## src/rtl/rtc_pkg.sv

```systemverilog
package rtc_pkg;
  localparam int ADDR_W   = 4;
  localparam int NF       = 8;
  localparam int F_HUND   = 0;
  localparam int F_SEC    = 1;
  localparam int F_MIN    = 2;
  localparam int F_HOUR   = 3;
  localparam int F_DAY    = 4;
  localparam int F_DATE   = 5;
  localparam int F_MON    = 6;
  localparam int F_YEAR   = 7;
  localparam logic [ADDR_W-1:0] MON_ADDR = 4'h9;
  localparam logic [ADDR_W-1:0] CMD_ADDR = 4'hB;

  typedef logic [NF-1:0][7:0] tod_t;

  // {valid, field index} for a time-register address
  function automatic logic [3:0] field_of(logic [ADDR_W-1:0] a);
    case (a)
      4'h0: return 4'b1000;
      4'h1: return 4'b1001;
      4'h2: return 4'b1010;
      4'h4: return 4'b1011;
      4'h6: return 4'b1100;
      4'h8: return 4'b1101;
      4'h9: return 4'b1110;
      4'hA: return 4'b1111;
      default: return 4'b0000;
    endcase
  endfunction

  function automatic logic [7:0] field_mask(logic [2:0] f);
    case (f)
      3'd1, 3'd2, 3'd3: return 8'h7F;
      3'd4:             return 8'h07;
      3'd5:             return 8'h3F;
      3'd6:             return 8'h1F;
      default:          return 8'hFF;
    endcase
  endfunction

  function automatic logic [7:0] bcd_inc(logic [7:0] v);
    if (v[3:0] == 4'd9) return {v[7:4] + 4'd1, 4'd0};
    return v + 8'd1;
  endfunction

  function automatic logic [7:0] days_in_month(logic [7:0] m, logic [7:0] y);
    logic leap;
    leap = y[4] ? (y[3:0] == 4'd2 || y[3:0] == 4'd6)
                : (y[3:0] == 4'd0 || y[3:0] == 4'd4 || y[3:0] == 4'd8);
    case (m)
      8'h02: return leap ? 8'h29 : 8'h28;
      8'h04, 8'h06, 8'h09, 8'h11: return 8'h30;
      default: return 8'h31;
    endcase
  endfunction

  // {day carry, next hours byte}
  function automatic logic [8:0] hour_step(logic [7:0] h);
    logic [7:0] v;
    logic pm;
    if (h[6]) begin
      pm = h[5];
      v  = {3'b000, h[4:0]};
      if (v == 8'h12) return {1'b0, 2'b01, pm, 5'h01};
      if (v == 8'h11) return {pm, 2'b01, ~pm, 5'h12};
      v = bcd_inc(v);
      return {1'b0, 2'b01, pm, v[4:0]};
    end
    if (h[5:0] == 6'h23) return {1'b1, 8'h00};
    return {1'b0, bcd_inc({2'b00, h[5:0]})};
  endfunction

  function automatic tod_t tod_advance(tod_t t);
    tod_t n;
    logic [8:0] hs;
    n = t;
    if (t[F_HUND] != 8'h99) begin
      n[F_HUND] = bcd_inc(t[F_HUND]);
      return n;
    end
    n[F_HUND] = 8'h00;
    if (t[F_SEC] != 8'h59) begin n[F_SEC] = bcd_inc(t[F_SEC]); return n; end
    n[F_SEC] = 8'h00;
    if (t[F_MIN] != 8'h59) begin n[F_MIN] = bcd_inc(t[F_MIN]); return n; end
    n[F_MIN] = 8'h00;
    hs = hour_step(t[F_HOUR]);
    n[F_HOUR] = hs[7:0];
    if (!hs[8]) return n;
    n[F_DAY] = (t[F_DAY] >= 8'h07) ? 8'h01 : t[F_DAY] + 8'd1;
    if (t[F_DATE] < days_in_month(t[F_MON], t[F_YEAR])) begin
      n[F_DATE] = bcd_inc(t[F_DATE]);
      return n;
    end
    n[F_DATE] = 8'h01;
    if (t[F_MON] < 8'h12) begin n[F_MON] = bcd_inc(t[F_MON]); return n; end
    n[F_MON]  = 8'h01;
    n[F_YEAR] = (t[F_YEAR] == 8'h99) ? 8'h00 : bcd_inc(t[F_YEAR]);
    return n;
  endfunction

  function automatic tod_t reset_tod();
    tod_t t;
    t = '0;
    t[F_DAY]  = 8'h01;
    t[F_DATE] = 8'h01;
    t[F_MON]  = 8'h01;
    return t;
  endfunction
endpackage

```

## src/rtl/rtc_divider.sv

```systemverilog
module rtc_divider #(
  parameter int HUND_DIV = 10
) (
  input  logic clk,
  input  logic rst_n,
  input  logic run,
  input  logic tick,
  output logic step,
  output logic sq
);
  localparam int CW = (HUND_DIV > 1) ? $clog2(HUND_DIV) : 1;
  localparam logic [CW-1:0] LAST = CW'(HUND_DIV - 1);

  logic [CW-1:0] cnt;
  logic          live;

  assign live = run & tick;
  assign step = live & (cnt == LAST);

  always_ff @(posedge clk or negedge rst_n) begin
    if (!rst_n) begin
      cnt <= '0;
      sq  <= 1'b0;
    end else if (live) begin
      cnt <= (cnt == LAST) ? '0 : cnt + 1'b1;
      sq  <= ~sq;
    end
  end
endmodule

```

## src/rtl/rtc_tod_next.sv

```systemverilog
module rtc_tod_next
  import rtc_pkg::*;
(
  input  tod_t cur,
  output tod_t nxt,
  output logic roll
);
  assign nxt  = tod_advance(cur);
  assign roll = (cur[F_HUND] == 8'h99);
endmodule

```

## src/rtl/rtc_regread.sv

```systemverilog
module rtc_regread
  import rtc_pkg::*;
(
  input  logic [ADDR_W-1:0] addr,
  input  tod_t              vis,
  input  logic              te,
  input  logic              osc_n,
  input  logic              sqw_n,
  output logic [7:0]        rdata
);
  logic [3:0] sel;
  assign sel = field_of(addr);

  always_comb begin
    rdata = 8'h00;
    if (addr == MON_ADDR)
      rdata = {osc_n, sqw_n, 1'b0, vis[F_MON][4:0]};
    else if (addr == CMD_ADDR)
      rdata = {te, 7'b0};
    else if (sel[3])
      rdata = vis[sel[2:0]] & field_mask(sel[2:0]);
  end
endmodule

```

## src/rtl/bcd_rtc.sv

```systemverilog
module bcd_rtc
  import rtc_pkg::*;
#(
  parameter int HUND_DIV = 10
) (
  input  logic              clk,
  input  logic              rst_n,
  input  logic              osc_tick,
  input  logic              wr_en,
  input  logic [ADDR_W-1:0] addr,
  input  logic [7:0]        wdata,
  output logic [7:0]        rdata,
  output logic              sqw_o,
  output logic              sqw_oe
);
  tod_t            int_t, vis_t, nxt_t;
  logic [NF-1:0]   pend;
  logic            te, osc_n, sqw_n, run;
  logic            div_step, step_pend, step_go, roll, sq_raw;
  logic [3:0]      wsel;
  logic [2:0]      widx;
  logic            wr_time, wr_cmd, wr_mon;
  logic [7:0]      vis_hund;
  logic [8*(NF-1)-1:0] vis_upper;

  assign run = ~osc_n;

  rtc_divider #(.HUND_DIV(HUND_DIV)) u_div (
    .clk(clk), .rst_n(rst_n), .run(run), .tick(osc_tick),
    .step(div_step), .sq(sq_raw)
  );

  rtc_tod_next u_next (.cur(int_t), .nxt(nxt_t), .roll(roll));

  rtc_regread u_rd (
    .addr(addr), .vis(vis_t), .te(te), .osc_n(osc_n), .sqw_n(sqw_n),
    .rdata(rdata)
  );

  // A step meeting a host write waits one cycle.
  assign step_go   = (div_step | step_pend) & run & ~wr_en;
  assign wsel      = field_of(addr);
  assign widx      = wsel[2:0];
  assign wr_time   = wr_en & wsel[3];
  assign wr_mon    = wr_en & (addr == MON_ADDR);
  assign wr_cmd    = wr_en & (addr == CMD_ADDR);
  assign vis_hund  = vis_t[F_HUND];
  assign vis_upper = vis_t[NF-1:1];
  assign sqw_o     = sq_raw;
  assign sqw_oe    = ~sqw_n;

  always_ff @(posedge clk or negedge rst_n) begin
    if (!rst_n) begin
      int_t     <= reset_tod();
      vis_t     <= reset_tod();
      pend      <= '0;
      te        <= 1'b1;
      osc_n     <= 1'b1;
      sqw_n     <= 1'b1;
      step_pend <= 1'b0;
    end else begin
      step_pend <= (div_step | step_pend) & run & wr_en;
      if (step_go) begin
        int_t <= nxt_t;
        if (te) begin
          vis_t[F_HUND] <= nxt_t[F_HUND];
          if (roll) vis_t[NF-1:1] <= nxt_t[NF-1:1];
        end
      end
      if (wr_time) begin
        vis_t[widx] <= wdata & field_mask(widx);
        if (te) int_t[widx] <= wdata & field_mask(widx);
        else    pend[widx]  <= 1'b1;
      end
      if (wr_mon) begin
        osc_n <= wdata[7];
        sqw_n <= wdata[6];
      end
      if (wr_cmd) begin
        te <= wdata[7];
        if (wdata[7] && !te) begin
          for (int i = 0; i < NF; i++)
            if (pend[i]) int_t[i] <= vis_t[i];
          pend <= '0;
        end
      end
    end
  end
endmodule

```

## config.mk

```make
export PLATFORM = sky130hd
export DESIGN_NAME = bcd_rtc
export DESIGN_NICKNAME = d
export VERILOG_FILES = /design/src/rtl/rtc_pkg.sv /design/src/rtl/rtc_divider.sv /design/src/rtl/rtc_tod_next.sv /design/src/rtl/rtc_regread.sv /design/src/rtl/bcd_rtc.sv
export SDC_FILE = /design/constraint.sdc
export NUM_CORES = 1
export LEC_CHECK = 0
export BUFFER_PORTS_ARGS = -buffer_cell sky130_fd_sc_hd__buf_2
export CAP_MARGIN = 20
export CORE_UTILIZATION = 60
export DETAILED_ROUTE_END_ITERATION = 8
export PLACE_DENSITY = 0.77
export SLEW_MARGIN = 20
export SYNTH_ARGS = -nofsm -noshare
export SYNTH_HDL_FRONTEND = slang
export SYNTH_SLANG_ARGS = --single-unit
export TNS_END_PERCENT = 5
```

## constraint.sdc

```tcl
create_clock -name clk -period 4.75 [get_ports clk]
set_clock_uncertainty 0.05 [all_clocks]
set_input_delay 1.425 -clock clk [delete_from_list [all_inputs] [get_ports clk]]
set_output_delay 1.425 -clock clk [all_outputs]
set_load 0.02 [all_outputs]
```

=== Word level (Yosys, flattened, before mapping) ===
Memory sizes are Yosys's and may differ from the RTL's.
Index checks and enable logic that the tools add are counted.

* Flip-flop bits (word level): 145
* Bits in latches: 0
* Memory bits (writable): 0
* Bits in read-only memories: 128
* Output and inout bits: 10
* Word-level logic and storage cells: 290
* Memories: 2

{| class="wikitable"
|+ Memory list
! memory !! depth !! width !! rd ports !! clocked after Yosys merged registers in !! write ports !! RTL line !! source
|-
| (name not given) || 16 || 4 || 1 || 0 || 0 || rtc_pkg.sv:19 || <nowiki>case (a)</nowiki>
|-
| (name not given) || 16 || 4 || 1 || 0 || 0 || rtc_pkg.sv:19 ||
|}

* $add $sub $neg: 18
* Multipliers: 0
* Divide/modulo/power cells: 0
* $lt $le $gt $ge: 6
* Eq/ne operators: 39
* Shift-type cells: 0
* Mux-type cells: 174
* Bitwise operators: 18
* Reduce and logical (&&, ||, !) cells: 10

{| class="wikitable"
|+ Operator list
! kind !! count
|-
| 2-to-1 mux 64 bit || 23
|-
| 2-to-1 mux 8 bit || 43
|-
| bitwise mux 64 bit || 2
|-
| 2-to-1 mux 9 bit || 11
|-
| 2-to-1 mux 1 bit || 85
|-
| case mux 8 bit (4 select lines) || 2
|-
| adder 8 x 1 -> 8 bit, second input constant || 7
|-
| 2-to-1 mux 56 bit || 1
|-
| == test 4 bit, second input constant || 11
|-
| adder 4 x 1 -> 4 bit, second input constant || 7
|-
| bitwise AND 8 bit || 3
|-
| binary-select mux 8 bit (select 3 bit) || 1
|-
| demux 8 bit (select 3 bit) || 1
|-
| == test 3 bit, second input constant || 6
|-
| == test 8 x 3 -> 1 bit, second input constant || 2
|-
| == test 8 bit, second input constant || 2
|-
| != test 8 x 7 -> 1 bit, second input constant || 2
|-
| case mux 8 bit (2 select lines) || 1
|-
| == test 3 x 2 -> 1 bit, second input constant || 4
|-
| == test 5 bit, second input constant || 2
|-
| 2-to-1 mux 5 bit || 2
|-
| bitwise AND 1 bit || 8
|-
| == test 4 x 3 -> 1 bit, second input constant || 2
|-
| == test 8 x 2 -> 1 bit, second input constant || 1
|-
| other kinds (26) || 36
|}

=== Depth between registers and ports, before layout ===
* Depth in word-level cells: 69
* Gate-level depth with buffers: 14

=== Modules after synthesis ===
Synthesis repeated with hierarchy kept, for this count alone.

* Cells, all modules: 1373
* Area total of the unflattened synthesis: 11551.1 um2

{| class="wikitable"
|+ Modules (own cells, without submodules)
! module !! times used !! cells each !! area each (um2)
|-
| bcd_rtc || 1 || 791 || 7642.3
|-
| rtc_tod_next || 1 || 368 || 2292.2
|-
| rtc_regread || 1 || 195 || 1387.6
|-
| rtc_divider || 1 || 19 || 229.0
|}

=== Worst setup path before layout ===
No wires, ideal clock.

* Path type: input port to output port
* From: input addr[0]
* To: output rdata[2]
* Data arrival time: 3430 ps
* Path slack: -155 ps
* Cell stages on the path: 11
* Buffers on the path: 3
* Cell sequence: inv_1 -> ha_1 -> buf_2 -> mux2i_1 -> o21a_1 -> clkbuf_1 -> buf_2 -> nand2_1 -> a311oi_1 -> a31oi_1 -> o21ai_0

* Cells in the longest elaborated chain, start to end: 7
* Elaborated cells on any way between the ends: 9
* Those cells by class: 2 x eq/ne; 5 x mux; 1 x bitwise; 1 x memory

{| class="wikitable"
|+ Ends and longest elaborated chain
! element !! RTL line !! source
|-
| start, declared || bcd_rtc.sv:10 || <nowiki>input logic [ADDR_W-1:0] addr,</nowiki>
|-
| memory read (16 x 4 bit) || -- ||
|-
| binary-select mux 8 bit (select 3 bit) || rtc_regread.sv:21 || <nowiki>rdata = vis[sel[2:0]] & field_mask(sel[2:0]);</nowiki>
|-
| 2-to-1 mux 8 bit (not written as such) || rtc_regread.sv:21 ||
|-
| bitwise AND 8 bit || rtc_regread.sv:21 ||
|-
| 2-to-1 mux 8 bit || rtc_regread.sv:20 || <nowiki>else if (sel[3])</nowiki>
|-
| 2-to-1 mux 8 bit || rtc_regread.sv:18 || <nowiki>else if (addr == CMD_ADDR)</nowiki>
|-
| 2-to-1 mux 8 bit (*) || rtc_regread.sv:16 || <nowiki>if (addr == MON_ADDR)</nowiki>
|-
| end, declared || bcd_rtc.sv:12 || <nowiki>output logic [7:0] rdata,</nowiki>
|}

Every way passes the cells marked *; elsewhere a longest branch is shown, timed or not. The select of a mux whose other input is x is not followed.

=== Worst setup path after layout ===
* From: input addr[0]
* To: output rdata[1]

The elaborated chain is that of the path after synthesis.

==> impl_metrics.py <==
metrics = {
    "outcome": {
        "status": "finished with violations",
        "violations": "negative setup slack",
    },
    "power": {
        "power_density_nw_per_um2": 430,
        "vdd_ir_drop_max_mv": 0.363,
        "p_total_w": 0.00506,
        "power_leakage_nw": 4.84,
    },
    "setup_path": {
        "critPathKind": "in2out",
        "critPathRequiredTime_ns": 3.27,
        "critPathLaunch": "addr[0]",
        "cp-end-kind": "output pin",
        "ff2ff_setup_slack_ns": 1.35,
        "cp-endpoint": "rdata[1]",
        "path_common_cell": "buf_6",
        "rr_startpoint": "int_t[49]$_DFF_PN0_",
        "cp-start-kind": "input pin",
        "reg2reg_to": "vis_t[59]$_DFF_PN0_",
        "cp_max_fo": 7,
        "cpPeakStageDelay_ns": 0.28,
        "critPathSlowestCell": "ha_4",
        "rr_worst_depth": 8,
        "worstPathCellList": "buf_6 -> inv_4 -> ha_4 -> mux2i_4 -> buf_6 -> o21ai_2 -> buf_6 -> nand2_1 -> and3_1 -> a311oi_1 -> a31oi_1 -> o21ai_2 -> buf_4",
        "cp.arrival_ns": 3.33,
    },
    "routing": {
        "viasPerCell": 6.95,
        "dr.pass1.iters": 7,
        "postRouteAntennaNets": 0,
        "first_iter_violations": 1337,
        "route.vias.total": 10741,
        "wire_per_inst_um": 21.8,
        "drcViolationCount": 0,
        "wl_um": 33700,
    },
    "floorplan": {
        "die_h_um": 133,
        "ioPinCount": 26,
        "core_um2": 16600,
        "rows": 47,
        "start_util": 0.618,
        "fp.dieArea_um2": 17700,
        "die_w_um": 133,
    },
    "global_routing": {
        "antenna_found_initial": 0,
        "grt_util_all_layers": 0.380,
        "grt_start_max_net_pins": 96,
        "overflow": 0,
        "grt_pass1_wl_um": 52300,
        "grt_pass1_vias": 9720,
    },
    "yosys": {
        "syn_avg_cell_area_um2": 7.94,
        "ys_types": 85,
        "synth-xor-area-share": 0.0213,
        "synth_fa_ha_area_frac": 0.0377,
        "ys_seq_elements": 143,
        "synth_top_family_by_area": "compound AO/OA/AOI/OAI gates",
        "syn_area_um2": 10300,
        "ys.warnings.count": 0,
        "synth_largest_area_cell": "dfrtp_1",
        "synthTopCellsByCount": "190 x nand2_1, 134 x dfrtp_1, 116 x o21ai_0",
        "synth_top_cell_area_share": 0.326,
        "syn_inst": 1295,
        "synth_compound_area_frac": 0.262,
        "ys_seq_area_frac": 0.349,
        "synth-simple-area-share": 0.249,
        "synthArstFlopShare": 1.00,
        "syn_nets": 1342,
        "synth-edff-count": 0,
        "synthTopCellsByArea": "dfrtp_1 33%, nand2_1 6.9%, o21ai_0 5.6%",
        "synthFlopType": "dfrtp_1",
        "muxShareOfSynthArea": 0.0327,
        "yosysMostFrequentCell": "nand2_1",
    },
    "clock_network": {
        "clk-insertion-delay-late_ns": 0.43,
        "numCtsBuffers": 17,
        "cts_max_path_buffers": 2,
        "cts.clk_slew.worst_paths_ns": 0.06,
        "clock_sinks": 143,
        "hold_buffers": 0,
        "htree_levels": 4,
        "cts_tree": "done",
        "cts_root_buffer": "clkbuf_16",
    },
    "worst_hold_path": {
        "hp-class": "reg2reg",
    },
    "timing": {
        "rsz0062_at_grt": "yes",
        "hold_violations": 0,
        "setup_viol": 2,
        "worstMarginPinSlew_ns": 0.969,
        "period_share": 1.01,
        "whs_ns": 0.427,
        "worst_slack_ns": -0.0553,
        "slew_headroom": 0.351,
        "clock.fmax_mhz": 208,
        "min_period_ns": 4.81,
        "drv_slew": 0,
    },
    "place": {
        "place_inst": 1504,
        "dpl_worst_slack_ns": -0.272,
        "place.gp.congestion": 1.00,
        "port_buffers": 25,
        "place_hpwl_um": 22800,
    },
    "finish": {
        "drive_gt1_frac": 0.152,
        "final_nets": 1359,
        "final_util": 0.706,
        "antenna_cells": 0,
        "final_cells": 1545,
        "num-fill-cells": 1299,
        "syn_to_final_growth_pct": 14.2,
    },
    "run": {
        "cap_violations": 0,
    },
}
-- through the flow --
stage | area (um^2) | TNS [ns]
2_1_floorplan | 10300 | -0.0127
5_1_grt | 11800 | -0.278
4_1_cts | 11500 | -0.0820
6_report | 11800 | -0.0590
3_5_place_dp | 10800 | -1.56
3_3_place_gp | 10800 | -0.708
-- worst min path at each step --
stage	startpoint	endpoint	slack, ns	cells past startpoint
after floorplan	vis_t[36]$_DFF_PN0_	int_t[36]$_DFF_PN0_	0.39	2
after global placement	vis_t[36]$_DFF_PN0_	int_t[36]$_DFF_PN0_	0.40	2
after detailed placement	vis_t[36]$_DFF_PN0_	int_t[36]$_DFF_PN0_	0.42	2
after CTS	u_div.sq$_DFFE_PN0P_	u_div.sq$_DFFE_PN0P_	0.43	1
after global routing	u_div.sq$_DFFE_PN0P_	u_div.sq$_DFFE_PN0P_	0.44	1
final	u_div.sq$_DFFE_PN0P_	u_div.sq$_DFFE_PN0P_	0.43	1
-- cell families (layout without fill, tap and decap cells) --
kind of cell	count (synthesis)	after routing
muxes	32	32
AOI/OAI and AO/OA	425	425
xor gates and xnor gates	25	25
adders and majority gates	31	31
and+or+nand+nor	518	518
DFF	143	143
buffers and inverters	121	151
-- critical path, delay by kind of cell --
| family | cells | cell delay (ns) |
|---|---|---|
| adder cells (fa/ha/maj) | 1 | 0.28 |
| AND/OR/NAND/NOR | 2 | 0.24 |
| AO/OA/AOI/OAI | 4 | 0.72 |
| multiplexers | 1 | 0.08 |
| buffers and inverters | 5 | 0.60 |
-- placed cells by master (no fill, tap or decap), types with 15 or more instances in the layout --
cell	synthesis	final
nor2_1	113	112
clkbuf_16	0	17
buf_2	20	15
inv_1	30	28
o22ai_1	15	15
buf_4	1	54
a31oi_1	21	19
mux2i_1	19	18
buf_6	2	15
o211ai_1	16	16
nand3_1	47	46
nand4_1	15	15
dfrtp_1	134	134
a21oi_1	113	111
nor3_1	42	42
xnor2_1	19	19
nand2_1	190	186
a211oi_1	20	20
a22oi_1	22	22
ha_1	31	27
o21ai_0	116	113
-- registers in the layout, indices dropped and copies added, names as in the netlist --
| name | count |
|---|---|
| vis_hund | 8 |
| te | 1 |
| osc_n | 1 |
| u_div.cnt | 4 |
| u_div.sq | 1 |
| vis_t | 55 |
| step_pend | 1 |
| sqw_n | 1 |
| int_t | 63 |
| pend | 8 |
-- power by group --
group	switching (W)	internal, W
sequential	0.000561	0.00156
clock	0.000540	0.000923
combinational	0.000807	0.000667
-- per-layer routing --
metal | up-vias | global-route usage | routed length [um] | part of all wire
met2 | 728 | 0.579 | 15000 | 0.45
met4 | 0 | 0.152 | 1370 | 0.041
met3 | 139 | 0.0958 | 3930 | 0.12
met1 | 5099 | 0.517 | 13400 | 0.40
met5 | - | 0.00278 | 0 | 0
li1 | 4775 | - | - | -
-- final cells by class --
cell class,count,area [um^2],share of cell area
clock buffers,23,478,0.0407
clock inverters,9,156,0.0133
inverters,30,120,0.0102
multi-input cells,1031,6400,0.544
flip-flops and latches,143,3590,0.305
well taps,220,275,0.0234
repair buffers,89,737,0.0627
-- timing repair --
action                                  CTS  global route
resized for setup                        32            35
pin swaps                                 8            15
setup buffers                             2             8
endpoints found under the setup margin    8             8
gates cloned                              0             0
No activity file was read; power rests on OpenSTA's default activity.
